==> config.mk <==
export PLATFORM = sky130hd
export DESIGN_NAME = adder_hex_disp
export DESIGN_NICKNAME = d
export VERILOG_FILES = /design/src/rtl/adder_hex_disp.sv
export SDC_FILE = /design/constraint.sdc
export NUM_CORES = 1
export LEC_CHECK = 0
export ABC_CLOCK_PERIOD_IN_PS = 12200
export BUFFER_PORTS_ARGS = -buffer_cell sky130_fd_sc_hd__buf_4
export CAP_MARGIN = 20
export CORE_AREA = 2 2 39 41
export DETAILED_ROUTE_END_ITERATION = 10
export DIE_AREA = 0 0 41 43
export SLEW_MARGIN = 20
export SYNTH_ARGS = -nofsm -noshare
export SYNTH_HDL_FRONTEND = slang
export SYNTH_SLANG_ARGS = --single-unit
==> constraint.sdc <==
create_clock -name vclk -period 12.2
set_input_delay 3.05 -clock vclk [all_inputs]
set_output_delay 3.05 -clock vclk [all_outputs]
set_load 0.02 [all_outputs]
==> src/rtl/adder_hex_disp.sv <==
module adder_hex_disp #(
  parameter int W = 4
) (
  input  logic [W-1:0] sw_opb,
  input  logic [W-1:0] sw_opa,
  input  logic         sw_cin,
  output logic [6:0]   seg,
  output logic         dp,
  output logic [3:0]   an,
  output logic [W-1:0] sum,
  output logic         cout
);

  always_comb begin
    logic c;
    c = sw_cin;
    for (int i = 0; i < W; i++) begin
      sum[i] = sw_opa[i] ^ sw_opb[i] ^ c;
      c      = (sw_opa[i] & sw_opb[i]) | (c & (sw_opa[i] ^ sw_opb[i]));
    end
    cout = c;
  end

  always_comb begin
    unique case (sum[3:0])
      4'h0: seg = ~7'h3F;
      4'h1: seg = ~7'h06;
      4'h2: seg = ~7'h5B;
      4'h3: seg = ~7'h4F;
      4'h4: seg = ~7'h66;
      4'h5: seg = ~7'h6D;
      4'h6: seg = ~7'h7D;
      4'h7: seg = ~7'h07;
      4'h8: seg = ~7'h7F;
      4'h9: seg = ~7'h6F;
      4'hA: seg = ~7'h77;
      4'hB: seg = ~7'h7C;
      4'hC: seg = ~7'h39;
      4'hD: seg = ~7'h5E;
      4'hE: seg = ~7'h79;
      default: seg = ~7'h71;
    endcase
  end

  assign dp = ~cout;
  assign an = 4'b0111;

endmodule


# Word-level counts from Yosys, hierarchy flattened
# Memories as Yosys holds them, arrays and structs flattened.
# Cells that the tools add are included.
totals:
  mem_bits_rw: 0
  ff_bits: 0
  romBits: 112
  elab_cells: 22
  latch_bits: 0
  output_inout_bits: 17
  memories: 1
  input_bits: 9
memory_table:
  columns: ["memory", "depth", "word_bits", "rd", "rd_clocked_by_memory_dff", "wr", "line", "rtl"]
  rows:
  - ["(no name shown)", 16, 7, 1, 0, 0, "25", "unique case (sum[3:0])"]
classes:
  div: 0
  n_mul: 0
  n_reduce_logical: 0
  n_addsub: 0
  shifts: 0
  n_mux: 0
  magnitude_cmp: 0
  n_bitwise: 21
  n_eq_ne: 0
op_table:
  columns: ["operator", "n"]
  rows:
  - ["1-bit AND", 8]
  - ["1-bit XOR", 8]
  - ["1-bit bitwise OR", 4]
  - ["1-bit inverter", 1]

# Longest topological paths before layout
depth:
  depth_word: 10
  ltp_mapped: 10

# Least setup slack after synthesis
# No wires, ideal clock.
synth_path:
  path_type: "input to output"
  from: "input sw_opb[0]"
  to: "output seg[1]"
  cell_stages: 9
  arrival_ns: 5.427
  n_path_buf: 1
  required_time_ns: 9.150
  setup_slack_ns: 3.723
  path_cell_list: "inv_1 -> fa_1 -> inv_1 -> fa_1 -> inv_1 -> fa_1 -> fa_1 -> buf_6 -> o32ai_1"
synth_via:
  elab_chain_len: 9
synth_lines:
  columns: ["element", "line", "rtl"]
  rows:
  - ["start, declared", "4", "input logic [W-1:0] sw_opb,"]
  - ["1-bit XOR", "18, 19", null]
  - ["1-bit AND", "19", "c = (sw_opa[i] & sw_opb[i]) | (c & (sw_opa[i] ^ sw_opb[i]));"]
  - ["1-bit bitwise OR", "19", null]
  - ["1-bit AND", "19", null]
  - ["1-bit bitwise OR", "19", null]
  - ["1-bit AND", "19", null]
  - ["1-bit bitwise OR", "19", null]
  - ["1-bit XOR", "18", "sum[i] = sw_opa[i] ^ sw_opb[i] ^ c;"]
  - ["memory read 16 x 7 bit (*)", null, null]
  - ["end, declared", "7", "output logic [6:0] seg,"]
# Mark *: on every way between the ends. The rest lies on a longest branch, timed or not.

# Final worst setup path
layout_path:
  from: "input sw_opb[0]"
  to: "output seg[3]"
# The elaborated chain is that of the path after synthesis.

==> out/summary.txt <==
Slew HR: 61.7%
Overflow after GRT: 0
Finished Layout Cells: 84
Hold crit path type: in2out
Max VDD drop: 34.0 uV
Die Area: 1760 um^2
Crit path DAT: 5.82 ns
Layout cells sized above 1: 36.8%
Die Ht: 43 um
Design Area, Final: 554 um^2
Cell family with most CP delay: adder cells
Cts hold-fix bufs: 0
Worst Path Required: 9.15 ns
IO Port Bufs: 22
Initial antenna violation count: 0
Fmax: 113 MHz
Final setup fails: 0
Vias in the first global route: 309
Num sequential: 0
Sequential area share after synthesis: 0%
Die span in x: 41 um
Multi-input logic area: 313 um^2
Crit Path Max Fanout: 13
Crit start category: primary input
Drt via density: 4.31
Net Switching: 35.1 uW
WL/cell: 8.14 um
Max cap viols: 0
Drt first pass iters: 4
Unique masters post-synth: 19
Yosys warns: 0
Detailed router's first-iteration violation count: 3
Detailed-route via count: 362
Sequential share of power: 0%
Placed Area: 554 um^2
Kind of critical path: in2out
DRT Wirelength: 684 um
Comb pwr share: 100.0%
Leakage: 0.000328 uW
Setup TNS: 0 ns
P&R area growth vs syn: 35.1%
Pint: 28.1 uW
Max-slew violation count: 0
Detail Route Antenna Nets: 0
HPWL Detailed: 632 um
Num ports: 26
Clock buffer count: 0
Largest net degree at the start of global routing: 14
Reg area: 0 um^2
Final period utilization: 72.7%
Worst Setup End Kind: output pin
Worst slew pin tran: 0.573 ns
PD cells: 114 nW/um^2
Final hold vios: 0
Row cnt: 14
Cells after synthesis: 50
# DRC: 0
Core Util, Final: 40.1%
Switching part of the total: 55.6%
Post-CTS resize count: 0
Clock power share: 0%
CP bufs+invs: 5
Syn_area_per_cell: 8.21 um^2
Cell Chain, Critical Path: buf_4, inv_1, fa_1, inv_1, fa_1, inv_1, fa_1, fa_1, mux4_2, buf_4
Wire length of the first global-routing pass: 1.24 mm
Crit-path slowest cell: fa_1
Mapped Area: 410 um^2
Post-CTS setup buffer count: 0
N_diodes: 0
RePlAce Congestion: 0.635
Worst path max stage delay: 0.86 ns
Cell mode on critical path: fa_1
Final #Nets: 89
Fillers: 153
Tmin final: 8.87 ns
Initial core utilization: 29.7%
Overall routing resource usage: 9.08%
Cells after DPL: 84
Core area: 1380 um^2
Status: finished clean
RSZ-0062 raised after global routing: no
-- cell families after synthesis --
logic type	synth area share (%)
buffers and inverters	25.6
AND/OR/NAND/NOR	4.57
multiplexers	17.7
AO/OA/AOI/OAI	12.5
adder cells (fa/ha/maj)	37.8
other	1.83
-- per-stage QoR --
stage / power [uW] / setup WS [ns] / hold WS [ns]
2_1_floorplan: 45.0 / 3.72 / 6.45
3_3_place_gp: 63.7 / 3.31 / 6.59
3_5_place_dp: 64.3 / 3.29 / 6.61
4_1_cts: 64.4 / 3.30 / 6.61
5_1_grt: 69.9 / 3.19 / 6.65
6_report: 63.2 / 3.33 / 6.60
-- cells in the final DEF (no fill, tap or decap), drive strengths merged --
cell type  synthesis  layout
conb               2       4
fa                 4       4
buf                6      22
nor2               1       1
or3                1       1
ha                 6       6
nand3              1       1
o32ai              1       1
nand2              1       1
mux2i              5       5
o21ai              2       2
o31ai              1       1
a211o              1       1
inv               15      15
mux4               1       1
o22ai              2       2
-- cells in the mapped netlist --
library cell	number	share of area, %
o31ai_1	1	1.8
ha_1	6	18
inv_1	14	13
nor2_1	1	0.91
conb_1	2	1.8
a211o_1	1	2.1
o21ai_1	1	1.2
mux4_2	1	5.5
mux2i_1	5	12
nand3_1	1	1.2
buf_6	1	2.7
nand2_1	1	0.91
o22ai_1	2	3.0
or3_1	1	1.5
fa_1	4	20
buf_4	5	9.1
inv_2	1	0.91
o21ai_2	1	2.1
o32ai_1	1	2.1
-- cell type report --
class	count	share of cell area (%)
Timing Repair Buffer	22	29.8
Multi-Input combinational cell	31	56.4
Inverter	15	10.2
Tap cell	16	3.61
-- routing by layer --
layer | GRT usage [%] | up-vias | wire, um
met2 | 15.9 | 18 | 308
met5 | 0 | - | 0
met1 | 12.7 | 158 | 301
li1 | - | 186 | -
met4 | 0 | 0 | 0
met3 | 0 | 0 | 74
-- power groups by stage --
stage	Sequential (uW)	Clock [uW]	Combinational [uW]
detailed placement	0	0	64.3
finish	0	0	63.2
global placement	0	0	63.7
CTS	0	0	64.4
floorplan	0	0	45.0
global route	0	0	69.9
-- worst paths after layout --
path	startpoint	endpoint	slack (ns)	cells past startpoint
hold / removal	sw_opa[3]	dp	6.60	4
setup / recovery	sw_opb[0]	seg[3]	3.33	10
Power figures use the tool's default switching activity.
